### src/rtl/bcd_alarm_pkg.sv
package bcd_alarm_pkg;
  localparam int unsigned FIELD_CNT = 6;
  localparam int unsigned BYTE_W    = 8;
  localparam int unsigned ADDR_W    = 4;
  // Register indices; alarm bytes occupy ALM_BASE .. ALM_BASE+FIELD_CNT-1
  localparam int unsigned ALM_BASE  = 8;
  localparam int unsigned CTRL_IDX  = 14;
  // Control byte bit positions
  localparam int unsigned FLAG_BIT  = 0;
  localparam int unsigned IE_BIT    = 3;

  typedef enum logic [2:0] {
    FLD_SEC  = 3'd0,
    FLD_MIN  = 3'd1,
    FLD_HOUR = 3'd2,
    FLD_WDAY = 3'd3,
    FLD_MDAY = 3'd4,
    FLD_MON  = 3'd5
  } field_e;
endpackage

### src/rtl/bcd_alarm_regs.sv
module bcd_alarm_regs #(
  parameter int unsigned NFIELD = 6,
  parameter int unsigned DW     = 8
) (
  input  logic                         clk,
  input  logic                         rst_n,
  input  logic [NFIELD-1:0]            wr_sel,
  input  logic [DW-1:0]                wr_data,
  output logic [NFIELD-1:0][DW-1:0]    alm_q
);
  for (genvar g = 0; g < NFIELD; g++) begin : g_reg
    always_ff @(posedge clk or negedge rst_n) begin
      if (!rst_n)         alm_q[g] <= '0;
      else if (wr_sel[g]) alm_q[g] <= wr_data;
    end
  end
endmodule

### src/rtl/bcd_alarm_field_cmp.sv
module bcd_alarm_field_cmp #(
  parameter int unsigned DW = 8
) (
  input  logic [DW-1:0] alm,
  input  logic [DW-1:0] cur,
  output logic          fld_en,
  output logic          fld_ok
);
  logic eq;
  always_comb begin
    fld_en = alm[DW-1];
    eq     = (alm[DW-2:0] == cur[DW-2:0]) && !cur[DW-1];
    fld_ok = !fld_en || eq;
  end
endmodule

### src/rtl/bcd_alarm_cmp_array.sv
module bcd_alarm_cmp_array #(
  parameter int unsigned NFIELD = 6,
  parameter int unsigned DW     = 8
) (
  input  logic [NFIELD-1:0][DW-1:0] alm,
  input  logic [NFIELD-1:0][DW-1:0] cur,
  output logic                      any_en,
  output logic                      hit
);
  logic [NFIELD-1:0] en_v;
  logic [NFIELD-1:0] ok_v;

  for (genvar g = 0; g < NFIELD; g++) begin : g_fld
    bcd_alarm_field_cmp #(.DW(DW)) u_cmp (
      .alm    (alm[g]),
      .cur    (cur[g]),
      .fld_en (en_v[g]),
      .fld_ok (ok_v[g])
    );
  end

  always_comb begin
    any_en = |en_v;
    hit    = any_en && (&ok_v);
  end
endmodule

### src/rtl/bcd_alarm_flag.sv
module bcd_alarm_flag (
  input  logic clk,
  input  logic rst_n,
  input  logic tick,
  input  logic hit,
  input  logic ctrl_wr,
  input  logic wr_flag_bit,
  input  logic wr_ie_bit,
  output logic flag_q,
  output logic ie_q
);
  logic set_evt;
  logic clr_evt;
  always_comb begin
    set_evt = tick && hit;
    clr_evt = ctrl_wr && !wr_flag_bit;
  end

  always_ff @(posedge clk or negedge rst_n) begin
    if (!rst_n) begin
      flag_q <= 1'b0;
      ie_q   <= 1'b0;
    end else begin
      if (set_evt)      flag_q <= 1'b1;
      else if (clr_evt) flag_q <= 1'b0;
      if (ctrl_wr)      ie_q   <= wr_ie_bit;
    end
  end
endmodule

### src/rtl/bcd_alarm_match.sv
module bcd_alarm_match
  import bcd_alarm_pkg::*;
(
  input  logic              clk,
  input  logic              rst_n,
  input  logic              sec_tick,
  input  logic [BYTE_W-1:0] cur_sec,
  input  logic [BYTE_W-1:0] cur_min,
  input  logic [BYTE_W-1:0] cur_hour,
  input  logic [BYTE_W-1:0] cur_wday,
  input  logic [BYTE_W-1:0] cur_mday,
  input  logic [BYTE_W-1:0] cur_mon,
  input  logic              reg_wr_en,
  input  logic [ADDR_W-1:0] reg_addr,
  input  logic [BYTE_W-1:0] reg_wdata,
  output logic [BYTE_W-1:0] reg_rdata,
  output logic              alarm_irq
);
  localparam int unsigned ALM_LAST = ALM_BASE + FIELD_CNT - 1;

  logic [FIELD_CNT-1:0][BYTE_W-1:0] cur_vec;
  logic [FIELD_CNT-1:0][BYTE_W-1:0] alm_q;
  logic [FIELD_CNT-1:0]             wr_sel;
  logic                             ctrl_wr;
  logic                             hit_w;
  logic                             any_en_w;
  logic                             flag_q;
  logic                             ie_q;

  always_comb begin
    cur_vec[FLD_SEC]  = cur_sec;
    cur_vec[FLD_MIN]  = cur_min;
    cur_vec[FLD_HOUR] = cur_hour;
    cur_vec[FLD_WDAY] = cur_wday;
    cur_vec[FLD_MDAY] = cur_mday;
    cur_vec[FLD_MON]  = cur_mon;
  end

  for (genvar g = 0; g < FIELD_CNT; g++) begin : g_dec
    assign wr_sel[g] = reg_wr_en && (reg_addr == ADDR_W'(ALM_BASE + g));
  end
  assign ctrl_wr = reg_wr_en && (reg_addr == ADDR_W'(CTRL_IDX));

  bcd_alarm_regs #(.NFIELD(FIELD_CNT), .DW(BYTE_W)) u_regs (
    .clk     (clk),
    .rst_n   (rst_n),
    .wr_sel  (wr_sel),
    .wr_data (reg_wdata),
    .alm_q   (alm_q)
  );

  bcd_alarm_cmp_array #(.NFIELD(FIELD_CNT), .DW(BYTE_W)) u_cmp (
    .alm    (alm_q),
    .cur    (cur_vec),
    .any_en (any_en_w),
    .hit    (hit_w)
  );

  bcd_alarm_flag u_flag (
    .clk         (clk),
    .rst_n       (rst_n),
    .tick        (sec_tick),
    .hit         (hit_w),
    .ctrl_wr     (ctrl_wr),
    .wr_flag_bit (reg_wdata[FLAG_BIT]),
    .wr_ie_bit   (reg_wdata[IE_BIT]),
    .flag_q      (flag_q),
    .ie_q        (ie_q)
  );

  always_comb begin
    reg_rdata = '0;
    if (reg_addr >= ADDR_W'(ALM_BASE) && reg_addr <= ADDR_W'(ALM_LAST)) begin
      for (int i = 0; i < FIELD_CNT; i++) begin
        if (reg_addr == ADDR_W'(ALM_BASE + i)) reg_rdata = alm_q[i];
      end
    end else if (reg_addr == ADDR_W'(CTRL_IDX)) begin
      reg_rdata[FLAG_BIT] = flag_q;
      reg_rdata[IE_BIT]   = ie_q;
    end
  end

  assign alarm_irq = flag_q && ie_q;
endmodule

### config.mk
export PLATFORM = sky130hd
export DESIGN_NAME = bcd_alarm_match
export DESIGN_NICKNAME = d
export VERILOG_FILES = /design/src/rtl/bcd_alarm_pkg.sv /design/src/rtl/bcd_alarm_regs.sv /design/src/rtl/bcd_alarm_field_cmp.sv /design/src/rtl/bcd_alarm_cmp_array.sv /design/src/rtl/bcd_alarm_flag.sv /design/src/rtl/bcd_alarm_match.sv
export SDC_FILE = /design/constraint.sdc
export NUM_CORES = 1
export LEC_CHECK = 0
export BUFFER_PORTS_ARGS = -buffer_cell sky130_fd_sc_hd__buf_2
export CORE_ASPECT_RATIO = 1.75
export CORE_UTILIZATION = 57
export CTS_CLUSTER_SIZE = 12
export DETAILED_ROUTE_END_ITERATION = 7
export HOLD_SLACK_MARGIN = 0.06
export PLACE_DENSITY = 0.85
export SLEW_MARGIN = 20
export SYNTH_ARGS = -nofsm -noshare
export SYNTH_HDL_FRONTEND = slang
export SYNTH_SLANG_ARGS = --single-unit
### constraint.sdc
create_clock -name clk -period 3.1 [get_ports clk]
set_clock_uncertainty 0.2 [all_clocks]
set_input_delay 0.465 -clock clk [delete_from_list [all_inputs] [get_ports clk]]
set_output_delay 0.465 -clock clk [all_outputs]
set_load 0.02 [all_outputs]
==> results_dict.tcl, run 1 <==
set metrics [dict create \
    run_status "complete, no violations" \
    wl_per_cell_um 19.5 \
    cts_hold_buf 0 \
    ant_nets 0 \
    layout_worst_path_cycle_share_pct 88.4 \
    num_vias 2226 \
    grt_pass1_vias 2288 \
    routed_wl_um 7190 \
    hold_viol 0 \
    rsz0062_at_grt "no" \
    antenna_found_initial 0 \
    synth_compound_area_share_pct 6.82 \
    max_cap_violations 0 \
    synth_top_family_by_area "multiplexers" \
    switchingPower_w 0.000611 \
    cts_buffer_depth 2 \
    hpwl_um 5500 \
    rows 33 \
    synth_area_per_cell_um2 12.0 \
    fmax_mhz 365 \
    tightestPinTransition_ns 0.627 \
    clock_latency_ns 0.31 \
    comb_power_share_pct 27.4 \
    post-cts-setup-buffer-count 0 \
    path_class "input pin to output pin" \
    port_buffers 72 \
    tns_ns 0 \
    switching_share_pct 31.3 \
    synthCells 238 \
    boundaryPins 73 \
    initial_utilization_pct 60.2 \
    antennaDiodeCount 0 \
    ys_seq_area_share_pct 43.7 \
    finalNetCount 379 \
    synth_seq_cells 50 \
    grt_pass1_wl_um 11600 \
    path_clk_slew_ns 0.08 \
    synthesis.area_um2 2860 \
    tritoncts "built" \
    powerDensity_nw_per_um2 577 \
    crit_required_ns 2.43 \
    synth_fa_ha_area_share_pct 0 \
    fp.dieArea_um2 5320 \
    muxShareOfSynthArea_pct 25.2 \
    syn-num-nets 302 \
    yosys.area.top_type "dfrtp_1" \
    crit_path_end_kind "output pin" \
    dpl_worst_slack_ns 0.392 \
    cts_resized 0 \
    via_per_inst 6.05 \
    p_int_w 0.00134 \
    drt_iter0_drc 68 \
    yosysTopAreaCellShare_pct 43.7 \
    grt_overflow_total 0 \
    synth_top_cells_by_area "dfrtp_1, mux2_2, xor2_1" \
    p_clk_share_pct 23.2 \
    cts_buffers 5 \
    gp_congestion 0.959 \
    drive_above_1_share_pct 44.9 \
    vdd.ir_drop.worst_uv 540 \
    grt_use_total_pct 29.5 \
    drc 0 \
    ff2ff_setup_slack_ns 1.20 \
    setup_ws_ns 0.360 \
    drt-pass1-iter-count 4 \
    clock_sinks 50 \
    synth-warning-count 0 \
    fp.coreArea_um2 4750 \
    leakage_nw 1.54 \
    crit_fanout 22 \
    grt_max_degree 51 \
    finalSetupViolCount 0 \
    max_slew_margin_pct 58.2 \
    cts_max_level 2 \
    min_period_ns 2.74 \
    synth_xor_area_share_pct 12.9 \
    clockRootBuffer "clkbuf_8" \
    start_kind "input pin" \
    synthSimpleGateAreaFrac_pct 10.2 \
    die_w_um 55.6 \
    pwr-share-seq_pct 49.4 \
    fillers 358 \
    synthToLayoutAreaGrowth_pct 18.5 \
    die_h_um 95.7 \
    total_power_w 0.00195 \
    yosysUniqueCellTypes 38 \
    worstHoldPathType "input pin to flip-flop" \
    slew_viol_final 0 \
    crit_arrival_ns 2.07 \
]
==> path summary, 6_finish.rpt <==
| path | from | to | depth (start not counted) |
|---|---|---|---|
| max | reg_addr[0] | reg_rdata[0] | 7 |
| min in group asynchronous | rst_n | u_regs.alm_q[34] | 2 |
| max in group asynchronous | rst_n | u_regs.alm_q[8] | 2 |
| min reg2reg | u_flag.ie_q | u_flag.ie_q | 1 |
| max reg2reg | u_regs.alm_q[45] | u_flag.flag_q | 5 |
| min | sec_tick | u_flag.flag_q | 3 |
==> final cells by class <==
class	count	area (µm²)	area share, %
repair buffers	74	380	11.2
multi-input cells	182	1570	46.5
inverters	2	7.51	0.222
well taps	52	65.1	1.92
clock inverters	2	37.5	1.11
flip-flops and latches	50	1250	36.9
clock buffers	6	72.6	2.14
==> critical path, cell delays in order <==
cell and delay [ns]:
buf_2 0.45, clkinv_1 0.42, nor2_1 0.23, a22oi_1 0.11
nor2_1 0.10, a311o_1 0.12, buf_2 0.16
==> cell usage after synthesis (all sizes together) <==
| master | count |
|---|---|
| dfrtp | 50 |
| mux2 | 49 |
| xor2 | 28 |
| xnor2 | 14 |
| nand2 | 12 |
| nor2 | 12 |
| mux2i | 10 |
| o21ai | 8 |
| a21oi | 5 |
| nand4 | 5 |
| nor4 | 5 |
| a22oi | 4 |
| buf | 4 |
| nor3 | 4 |
| mux4 | 3 |
| nand2b | 3 |
| or4 | 3 |
| a311o | 2 |
| and2 | 2 |
| nor2b | 2 |
| o21bai | 2 |
| o22ai | 2 |
| a221o | 1 |
| a221oi | 1 |
| a41oi | 1 |
| clkinv | 1 |
| inv | 1 |
| nand3b | 1 |
| nor3b | 1 |
| o311a | 1 |
| o32ai | 1 |
==> cell families after synthesis <==
logic type / Yosys count
mux: 62
simple gates: 50
xor+xnor: 42
flops: 50
buf+inv: 6
compound gates: 28
==> through the flow <==
step	util, %	std cells	hold WS, ns	area (µm²)
finish	71.4	368	0.254	3390
detailed placement	68.8	359	0.329	3270
global route	71.4	368	0.263	3390
floorplan	-	238	-0.0306	2860
global placement	68.8	359	0.324	3270
CTS	71.1	367	0.190	3380
==> routing by layer <==
| metal | part of all wire (%) | vias up | global-route usage [%] |
|---|---|---|---|
| li1 | - | 1028 | - |
| met1 | 38 | 1083 | 32.7 |
| met2 | 55 | 93 | 54.2 |
| met3 | 3.7 | 22 | 4.44 |
| met4 | 3.8 | 0 | 15.8 |
| met5 | 0 | - | 0 |
==> layout by cell type, fill, tap and decap left out, types with 5 or more instances in the layout <==
master,synthesis,final
clkbuf_8,0,5
a21oi_1,5,5
xnor2_1,14,14
dfrtp_1,50,50
buf_2,1,71
nor4_1,5,5
mux2i_1,10,10
nor2_1,7,7
nand2_1,11,11
mux2_2,49,49
o21ai_0,7,7
xor2_1,28,28
==> registers in the layout (all words and copies together) (netlist names) <==
signal	flops
u_regs.alm_q	48
u_flag.flag_q	1
u_flag.ie_q	1
==> power groups by stage <==
stage / registers (W) / logic (W) / clock network [W]
after global placement: 0.000969 / 0.000510 / 0
after floorplan: 0.000926 / 0.000379 / 0
after CTS: 0.000965 / 0.000537 / 0.000458
after detailed placement: 0.000978 / 0.000532 / 0
final: 0.000966 / 0.000536 / 0.000453
after global routing: 0.000988 / 0.000587 / 0.000486
(Power assumes the default switching activity.)
==> inputs of run 2 (changes only) <==
BUFFER_PORTS_ARGS = default   (was -buffer_cell sky130_fd_sc_hd__buf_2)
CORE_UTILIZATION = 68   (was 57)
DONT_BUFFER_PORTS = 1   (was default)
PLACE_DENSITY = 0.84   (was 0.85)
SLEW_MARGIN = default   (was 20)
==> run 2 against run 1 <==
Effect of this change: non-clock buffer count down 72; critical endpoint is now reg_rdata[1]; worst setup slack improved by 0.063 ns; sequential power rose by 0.4%; largest power group unchanged; clock power shrank 15%; largest cell class unchanged; count of clock-buffer cells in the layout increased by 1; highest routed layer unchanged.
==> results_dict.tcl, run 2 (same netlist as run 1, synthesis figures left out) <==
set metrics [dict create \
    cts_buffers 5 \
    dpl_worst_slack_ns 0.451 \
    ant_nets 0 \
    finalSetupViolCount 0 \
    drc 0 \
    cts_resized 0 \
    layout_commonest_cell "dfrtp_1" \
    holdWs_ns 0.103 \
    largest_reg_flops 48 \
    initial_utilization_pct 72.6 \
    layout_worst_path_cycle_share_pct 86.3 \
    path_clk_slew_ns 0.09 \
    wl_per_cell_um 23.0 \
    routed_wl_um 6710 \
    grt_use_total_pct 33.0 \
    tritoncts "built" \
    crit_arrival_ns 2.01 \
    vdd.ir_drop.worst_uv 529 \
    grt_overflow_total 0 \
    critPathTopFamily "simple AND/OR/NAND/NOR gates" \
    path_class "input pin to output pin" \
    slowest_delay_ns 0.57 \
    tns_ns 0 \
    cts_buffer_depth 2 \
    min_period_ns 2.68 \
    fp.coreArea_um2 3940 \
    antennaDiodeCount 0 \
    hpwl_um 5260 \
    max_slew_margin_pct 47.7 \
    synthToLayoutAreaGrowth_pct 5.64 \
    tightestPinTransition_ns 0.776 \
    start_kind "input pin" \
    largest_register "u_regs.alm_q" \
    hold_viol 0 \
    layout_common_cells "dfrtp_1, mux2_2, xor2_1" \
    fmax_mhz 374 \
    drive_above_1_share_pct 28.7 \
    finalNetCount 307 \
    crit_fanout 9 \
    drt_iter0_drc 69 \
    clockRootBuffer "clkbuf_8" \
    cts_max_level 2 \
    grt_max_degree 51 \
    drt-pass1-iter-count 4 \
    clock_latency_ns 0.30 \
    rows 30 \
    gp_congestion 0.836 \
    path_buf_inv 0 \
    ff2ff_setup_slack_ns 1.07 \
    port_buffers 0 \
    antenna_found_initial 0 \
    die_w_um 51.0 \
    setup_ws_ns 0.424 \
    grt_pass1_vias 2113 \
    boundaryPins 73 \
    die_h_um 87.8 \
    via_per_inst 6.80 \
    crit_path_end_kind "output pin" \
    worstPathCellList "nor2b_1, and2_4, a221oi_2, o32ai_1, o311a_1" \
    leakage_nw 1.25 \
    run_status "complete, no violations" \
    num_vias 1986 \
    clock_sinks 50 \
    slew_viol_final 0 \
    fp.dieArea_um2 4480 \
    crit_slowest_cell "nor2b_1" \
    crit_required_ns 2.43 \
    powerDensity_nw_per_um2 601 \
    rsz0062_at_grt "no" \
    max_cap_violations 0 \
    worstHoldPathType "input pin to flip-flop" \
    grt_pass1_wl_um 10500 \
    top_regs "u_regs.alm_q x48, u_flag.flag_q x1, u_flag.ie_q x1" \
]
-- run 2: final timing paths --
check                            startpoint          endpoint  cells past startpoint
hold reg to reg               u_flag.flag_q     u_flag.flag_q                      2
setup reg to reg           u_regs.alm_q[35]     u_flag.flag_q                      5
max in group asynchronous             rst_n   u_regs.alm_q[7]                      2
min in group asynchronous             rst_n  u_regs.alm_q[18]                      2
hold / removal                 reg_wdata[7]  u_regs.alm_q[23]                      1
setup / recovery                reg_addr[3]      reg_rdata[1]                      5
-- run 2: per-layer routing --
layer	global-route usage (%)	up-vias	wire [µm]
met2	58.0	111	3650
met4	17.4	0	245
met5	0	-	0
met1	35.7	982	2260
met3	8.16	19	553
li1	-	874	-
-- run 2: stage by stage --
step | area [µm²] | util, % | cells | total power (W)
CTS | 3020 | 76.7 | 292 | 0.00182
floorplan | 2860 | - | 238 | 0.00131
detailed placement | 2890 | 73.4 | 282 | 0.00143
finish | 3020 | 76.7 | 292 | 0.00182
global placement | 2890 | 73.4 | 282 | 0.00139
global route | 3020 | 76.7 | 292 | 0.00190
-- run 2: area by class of cell --
| class | count | area [µm²] |
|---|---|---|
| timing repair buffer | 2 | 37.5 |
| clock inverter | 1 | 5.00 |
| inverter | 2 | 7.51 |
| clock buffer | 7 | 86.3 |
| fill | 306 | 920 |
| tap | 48 | 60.1 |
| multi-input combinational | 182 | 1570 |
| sequential | 50 | 1250 |
-- run 2: worst register-to-register path, stage by stage (launching register included) --
cell and delay, ns:
dfrtp_1 0.46, xor2_1 0.17, nor4_1 0.55, a41oi_1 0.19, a221o_1 0.29, o21ai_1 0.11
-- run 2: repair_timing --
action                                  in CTS  in global routing
endpoints found under the setup margin       0                  0
hold buffers                                 2                  0
buffers inserted                             0                  0
hold endpoints to repair                    50                  0
-- run 2: power breakdown --
part	switching (W)	internal [W]	total (W)
Clock	0.000206	0.000180	0.000386
Combinational	0.000197	0.000262	0.000459
Sequential	0.000164	0.000806	0.000970
